File: src/rtl/sd_adc_pkg.sv
package sd_adc_pkg;

  // Upper bound accepted for the result width.
  localparam int unsigned SD_MAX_RES_BITS = 24;

  // Length of one decimation window for a given result width.
  function automatic logic [31:0] sd_window_len(input int unsigned res_bits);
    return 32'd1 << res_bits;
  endfunction

  // Clip a raw ones count to the largest code a res_bits-wide result can hold.
  function automatic logic [31:0] sd_clip_count(input logic [31:0] ones,
                                                input int unsigned res_bits);
    logic [31:0] top_code;
    top_code = sd_window_len(res_bits) - 32'd1;
    return (ones > top_code) ? top_code : ones;
  endfunction

endpackage

File: src/rtl/sd_sync.sv
module sd_sync #(
  parameter int STAGES = 2
) (
  input  logic clk,
  input  logic rst_n,
  input  logic async_in,
  output logic sync_out
);

  logic [STAGES-1:0] chain;

  for (genvar g = 0; g < STAGES; g++) begin : g_stage
    if (g == 0) begin : g_first
      always_ff @(posedge clk or negedge rst_n) begin
        if (!rst_n) chain[0] <= 1'b0;
        else        chain[0] <= async_in;
      end
    end else begin : g_next
      always_ff @(posedge clk or negedge rst_n) begin
        if (!rst_n) chain[g] <= 1'b0;
        else        chain[g] <= chain[g-1];
      end
    end
  end

  assign sync_out = chain[STAGES-1];

endmodule

File: src/rtl/sd_fb_reg.sv
module sd_fb_reg (
  input  logic clk,
  input  logic rst_n,
  input  logic decision,
  output logic stream_bit
);

  // Registered stream bit; it also drives the one-bit DAC, so it may only
  // move on a clock edge.
  always_ff @(posedge clk or negedge rst_n) begin
    if (!rst_n) stream_bit <= 1'b0;
    else        stream_bit <= decision;
  end

endmodule

File: src/rtl/sd_boxcar.sv
module sd_boxcar
  import sd_adc_pkg::*;
#(
  parameter int RES_BITS = 8
) (
  input  logic                clk,
  input  logic                rst_n,
  input  logic                sample_bit,
  output logic [RES_BITS-1:0] result,
  output logic                result_valid
);

  localparam int ACC_W = RES_BITS + 1;

  logic [RES_BITS-1:0] idx;
  logic [ACC_W-1:0]    acc;
  logic [ACC_W-1:0]    total;
  logic [31:0]         clipped;
  logic                window_end;

  // Named events for the checks below.
  assign window_end = (idx == {RES_BITS{1'b1}});
  assign total      = acc + ACC_W'(sample_bit);

  always_comb begin
    clipped = sd_clip_count(32'(total), RES_BITS);
  end

  // Sample index and running count. The last sample of a window is folded
  // into the result, and the next window restarts on the following edge.
  always_ff @(posedge clk or negedge rst_n) begin
    if (!rst_n) begin
      idx <= '0;
      acc <= '0;
    end else begin
      idx <= idx + 1'b1;
      acc <= window_end ? '0 : total;
    end
  end

  always_ff @(posedge clk or negedge rst_n) begin
    if (!rst_n) begin
      result       <= '0;
      result_valid <= 1'b0;
    end else begin
      result_valid <= window_end;
      if (window_end) result <= clipped[RES_BITS-1:0];
    end
  end

  // the count never runs ahead of the samples taken.
  p_acc_bound_r4: assert property (@(posedge clk) disable iff (!rst_n)
    acc <= {1'b0, idx});

  // the strobe never lasts two cycles.
  p_valid_single_r3: assert property (@(posedge clk) disable iff (!rst_n)
    result_valid |=> !result_valid);

  // a closing window is followed by a strobe and a fresh index.
  p_restart_r6: assert property (@(posedge clk) disable iff (!rst_n)
    window_end |=> (result_valid && idx == '0));

  // the result holds between strobes.
  p_hold_r7: assert property (@(posedge clk) disable iff (!rst_n)
    !result_valid |-> $stable(result));

  // a full window of ones lands on the all-ones code.
  p_saturate_r5: assert property (@(posedge clk) disable iff (!rst_n)
    (window_end && sample_bit && acc == {1'b0, {RES_BITS{1'b1}}})
      |=> result == {RES_BITS{1'b1}});

endmodule

File: src/rtl/sd_adc_ctrl.sv
module sd_adc_ctrl
  import sd_adc_pkg::*;
#(
  parameter int RES_BITS    = 8,
  parameter int SYNC_STAGES = 2
) (
  input  logic                clk,
  input  logic                rst_n,
  input  logic                cmp_in,
  output logic                fb_out,
  output logic [RES_BITS-1:0] result,
  output logic                result_valid
);

  localparam int LAT    = SYNC_STAGES + 1;
  localparam int WARM_W = $clog2(LAT + 1);

  logic cmp_sync;

  sd_sync #(.STAGES(SYNC_STAGES)) u_sync (
    .clk      (clk),
    .rst_n    (rst_n),
    .async_in (cmp_in),
    .sync_out (cmp_sync)
  );

  sd_fb_reg u_fb (
    .clk        (clk),
    .rst_n      (rst_n),
    .decision   (cmp_sync),
    .stream_bit (fb_out)
  );

  sd_boxcar #(.RES_BITS(RES_BITS)) u_dec (
    .clk          (clk),
    .rst_n        (rst_n),
    .sample_bit   (fb_out),
    .result       (result),
    .result_valid (result_valid)
  );

  // Edges since reset, saturating, so the latency check never looks
  // back past reset.
  logic [WARM_W-1:0] warm;
  always_ff @(posedge clk or negedge rst_n) begin
    if (!rst_n)                 warm <= '0;
    else if (warm != WARM_W'(LAT)) warm <= warm + 1'b1;
  end

  // the loop bit is the comparator value from LAT edges before.
  p_fb_latency_r2: assert property (@(posedge clk) disable iff (!rst_n)
    (warm == WARM_W'(LAT)) |-> (fb_out == $past(cmp_in, LAT)));

endmodule

File: config.mk
export PLATFORM = sky130hd
export DESIGN_NAME = sd_adc_ctrl
export DESIGN_NICKNAME = d
export VERILOG_FILES = /design/src/rtl/sd_adc_pkg.sv /design/src/rtl/sd_sync.sv /design/src/rtl/sd_fb_reg.sv /design/src/rtl/sd_boxcar.sv /design/src/rtl/sd_adc_ctrl.sv
export SDC_FILE = /design/constraint.sdc
export NUM_CORES = 1
export LEC_CHECK = 0
export BUFFER_PORTS_ARGS = -buffer_cell sky130_fd_sc_hd__buf_2
export CAP_MARGIN = 0
export CORE_MARGIN = 2
export CORE_UTILIZATION = 30
export DETAILED_ROUTE_END_ITERATION = 8
export GPL_ROUTABILITY_DRIVEN = 0
export PLACE_DENSITY_LB_ADDON = 0.3
export SYNTH_ARGS = -nofsm -noshare
export SYNTH_HDL_FRONTEND = slang
export SYNTH_HIERARCHICAL = 1
export SYNTH_SLANG_ARGS = --single-unit
File: constraint.sdc
create_clock -name clk -period 1.7 [get_ports clk]
set_input_delay 0.255 -clock clk [delete_from_list [all_inputs] [get_ports clk]]
set_output_delay 0.255 -clock clk [all_outputs]
set_load 0.005 [all_outputs]
=== Yosys cells after proc, flatten, opt, wreduce, memory -nomap -nowiden ===
Index checks and enable logic that the tools add are counted.

* Magnitude comparators: 1
* Equality and inequality tests: 1
* $add $sub $neg: 2
* Multiplexer cells: 2

{| class="wikitable"
|+ Operator list
! cell !! number
|-
| $add 9x1->9 || 1
|-
| $gt 9x8->1 const B || 1
|-
| $mux 9 || 1
|-
| $add 8x1->8 const B || 1
|-
| $eq 8x8->1 const B || 1
|-
| $mux 8 || 1
|}

* Register bits: 29
* Output and inout bits: 10
* Word-level logic and storage cells: 13

=== Depth between registers and ports, before layout ===
* Word-level depth: 3
* Gate-level depth with buffers: 6

=== Modules after synthesis ===
The synthesis kept the hierarchy.

{| class="wikitable"
|+ By module, submodules not included
! module !! times used !! seq. area each (sq um) !! cells each !! area each (sq um)
|-
| sd_boxcar || 1 || 650.6 || 91 || 1047.3
|-
| sd_sync || 1 || 50.0 || 2 || 50.0
|-
| sd_fb_reg || 1 || 25.0 || 1 || 25.0
|}

=== Worst setup path after synthesis ===
Ideal clock, no wire load.

* Path type: register to register
* Start: register u_fb.stream_bit
* End: register u_dec.result[0]
* Buffers on the path: 0
* Cell stages (with the launch flop): 7
* Path slack: 0.121 ns
* Arrival: 1.447 ns
* Data required time: 1.568 ns
* Cell sequence: dfrtp_1 ha_1 ha_1 nand3_1 o21a_1 nor3b_4 a21oi_1

* Cells in the longest elaborated chain, start to end: 3

{| class="wikitable"
|+ Ends and longest elaborated chain
! item !! RTL line !! RTL
|-
| from (decl) || sd_fb_reg.sv:5 || <nowiki>output logic stream_bit</nowiki>
|-
| from (signal assigned) || sd_fb_reg.sv:12 || <nowiki>else stream_bit <= decision;</nowiki>
|-
| $add 9x1->9 (*) || sd_boxcar.sv:23 || <nowiki>assign total = acc + ACC_W'(sample_bit);</nowiki>
|-
| $gt 9x8->1 || sd_adc_pkg.sv:16 || <nowiki>return (ones > top_code) ? top_code : ones;</nowiki>
|-
| $mux 8 (*) || sd_adc_pkg.sv:16 ||
|-
| to (signal assigned) || sd_boxcar.sv:47 || <nowiki>if (window_end) result <= clipped[RES_BITS-1:0];</nowiki>
|-
| to (decl) || sd_boxcar.sv:9 || <nowiki>output logic [RES_BITS-1:0] result,</nowiki>
|}

Mark *: on every way between the ends. The rest lies on a longest branch, timed or not.
A chain may end at the register's enable or synchronous reset.

=== Final worst setup path ===
* Start: register u_fb.stream_bit
* End: register u_dec.result[3]

Same word-level chain as after synthesis.

==> metrics.csv <==
stage;metric;value;unit
clock_tree;cts_num_sinks;29;
finish;final_core_utilization;37.3;%
timing;fin_ws;0.112;ns
timing;max_freq;630;MHz
timing;worst_pin_slew;0.616;ns
global_routing;grt_pass1_wl;3.05;mm
timing;finalClockSkew;0.00309;ns
power_and_ir_drop;p_leak;0.665;nW
finish;drive_gt1_share;22.6;%
logic_synthesis;synth-seq-cells;29;
hold_path;hold_path_class;in2async;
power_and_ir_drop;clkPwrFrac;33.7;%
die;io_pins;13;
worst_setup_path;worstSetupStartpointType;flop;
logic_synthesis;syn-cell-area;0.00112;mm²
global_routing;antenna_found_initial;0;
placed_design;place_ws;0.0242;ns
logic_synthesis;synth-async-reset-ratio;100;%
outcome;violations;negative hold slack;
logic_synthesis;synth_area_per_cell;11.9;µm²
route;num_vias;715;
timing;timing.final.crit_share;93.4;%
power_and_ir_drop;pwr-share-seq;53.6;%
clock_tree;cts_tree;done;
logic_synthesis;yosysWarnings;6;
worst_setup_path;endpoint_kind;flop;
finish;antenna_cells;0;
timing;fin_tns_setup;0;ns
timing;min_period;1.59;ns
timing;rsz0062_at_grt;no;
route;drtIter0Drc;31;
route;final_antenna_net_count;0;
global_routing;grt_overflow;0;
clock_tree;clock_latency;0.28;ns
route;first_pass_iters;4;
die;num_rows;22;
clock_tree;cts_buffer_depth;2;
logic_synthesis;synthTopCellsByArea;dfrtp_1, xnor2_1, nor2_1, a21oi_1, ha_1;
logic_synthesis;synth_top_area_share;64.7;%
timing;slew_headroom;58.9;%
clock_tree;ctsHoldBuffers;0;
logic_synthesis;syn_nets;100;
die;die_w;65.2;µm
route;post_drt_wl_per_cell;11.2;µm
placed_design;place_hpwl;1.22;mm
global_routing;grt_pass1_vias;713;
worst_setup_path;slowest_stage;dfrtp_1;
flow_run;maxCapViolCount;0;
logic_synthesis;synth_commonest_cells;dfrtp_1, nor2_1, xnor2_1;
die;core_area;0.00363;mm²
power_and_ir_drop;p_switching;435;µW
timing;setup_viol;0;
power_and_ir_drop;comb_power_share;12.7;%
logic_synthesis;yosysMostFrequentCell;dfrtp_1;
logic_synthesis;postSynthCellCount;94;
worst_setup_path;crit_type;reg2reg;
global_routing;grt_max_degree;30;
die;die_h;65.2;µm
worst_setup_path;crit_path_cell_trace;ha_1 -> ha_2 -> nand3_2 -> o21a_1 -> nor3b_4 -> buf_4 -> a21oi_1;
power_and_ir_drop;powerDensity;1160;mW/mm²
logic_synthesis;synth_cell_types;17;
clock_tree;ctsHtreeMaxLevel;2;
global_routing;track_usage;10.0;%
power_and_ir_drop;intPower;1.14;mW
clock_tree;clk_pin_slew;0.06;ns
worst_setup_path;worst_path_largest_cell_delay;0.34;ns
placed_design;port_buffers;12;
finish;areaGrowthSynthToFinish;20.6;%
logic_synthesis;synth_ff_type;dfrtp_1;
logic_synthesis;synth_edf_count;0;
power_and_ir_drop;switching_share;27.6;%
timing;slew_viol_final;0;
logic_synthesis;ys_seq_area_share;64.7;%
worst_setup_path;critPathMaxFanout;8;
outcome;outcome;finished with violations;
die;start_util;30.9;%
logic_synthesis;synth_top_area_cell;dfrtp_1;
clock_tree;cts_buffers;5;
timing;final_hold_viol_count;29;
timing;timing.hold.ws;-0.0173;ns
worst_setup_path;cp.arrival;1.75;ns
route;routed_wl;1.83;mm
finish;layout.nets;120;
route;routed_via_density;4.39;
power_and_ir_drop;peakVddDrop;0.469;mV
route;drc;0;
worst_setup_path;worstPathRequired;1.86;ns
die;dieArea;0.00425;mm²
clock_tree;cts_root_buf;clkbuf_8;
finish;filler_cell_count;389;
[worst paths after layout]
check	from	endpoint	slack, ns	depth (start not counted)
worst min register to register	u_sync/sync_out	u_fb/stream_bit	0.35	0
worst min-delay path	rst_n	u_dec/result_valid	-0.02	1
min in group clk	cmp_in	u_sync/chain[0]	0.08	1
max in group asynchronous	rst_n	u_dec/acc[4]	1.31	1
worst max register to register	u_fb/stream_bit	u_dec/result[3]	0.11	7
worst max-delay path	u_fb/stream_bit	u_dec/result[3]	0.11	7
[logic make-up after synthesis]
logic type                 after synthesis  share of synthesized area (%)
adders and majority gates                3                           3.34
xor gates and xnor gates                12                           9.37
and+or+nand+nor                         36                           16.3
buffers and inverters                    5                           2.12
AOI/OAI and AO/OA                        9                           4.24
DFF                                     29                           64.7
[per-stage QoR]
| step | hold slack [ns] | power, mW | instance area (µm²) | std cells |
|---|---|---|---|---|
| final | -0.0173 | 1.58 | 1350 | 163 |
| after global routing | 0.0402 | 1.67 | 1350 | 163 |
| after CTS | 0.0116 | 1.59 | 1330 | 162 |
| after detailed placement | 0.316 | 1.05 | 1240 | 154 |
| after global placement | 0.301 | 1.04 | 1240 | 154 |
| after floorplan | -0.0406 | 0.981 | 1120 | 94 |
[sequential cells by signal, indices dropped and copies added, names as in the netlist]
name and flops:
u_dec/acc 9, u_fb/stream_bit 1, u_sync/sync_out 1, u_dec/idx 8, u_dec/result 8, u_dec/result_valid 1
u_sync/chain 1
[critical path, delay by kind of cell, from the launching register on]
kind                     cells  cell delay (ns)
AND/OR/NAND/NOR              2             0.28
buffers and inverters        1             0.18
flip-flops                   1             0.34
adder cells (fa/ha/maj)      2             0.35
AO/OA/AOI/OAI                2             0.31
[cell type report]
| type | count | area (µm²) | share of cell area, % |
|---|---|---|---|
| Sequential cell | 29 | 726 | 53.6 |
| Clock inverter | 2 | 10.0 | 0.739 |
| Clock buffer | 6 | 72.6 | 5.36 |
| Timing Repair Buffer | 15 | 82.6 | 6.10 |
| Tap cell | 48 | 60.1 | 4.44 |
| Multi-Input combinational cell | 60 | 392 | 28.9 |
| Inverter | 3 | 11.3 | 0.832 |
[metal layers]
metal	wire length (µm)	part of all wire, %	up-vias	GRT usage [%]
met5	0	0	-	0
met4	39	2.1	0	7.81
met3	85	4.6	4	4.11
met2	869	47	14	16.1
met1	836	46	344	10.3
li1	-	-	353	-
[power by group through the flow]
stage / combinational [mW] / clock (mW) / sequential [mW]
2_1_floorplan: 0.149 / 0 / 0.832
3_3_place_gp: 0.189 / 0 / 0.849
3_5_place_dp: 0.197 / 0 / 0.849
4_1_cts: 0.198 / 0.550 / 0.840
5_1_grt: 0.237 / 0.578 / 0.855
6_report: 0.200 / 0.530 / 0.845
[cell usage in the layout (no fill, tap or decap), types with 3 or more instances in the layout]
cell      Yosys  routed
clkbuf_8      0       5
and3_1        4       4
nor2_1       19      19
a21oi_1       8       8
nand3_1       5       4
dfrtp_1      29      29
xnor2_1       9       9
buf_2         1      12
inv_1         3       3
xor2_1        3       3
buf_4         1       3
[what timing repair did]
action	in CTS	in global routing
resized for setup	0	4
setup buffers	0	1
setup endpoints to repair	0	8
Note: power is estimated with default switching activity, not from simulation.
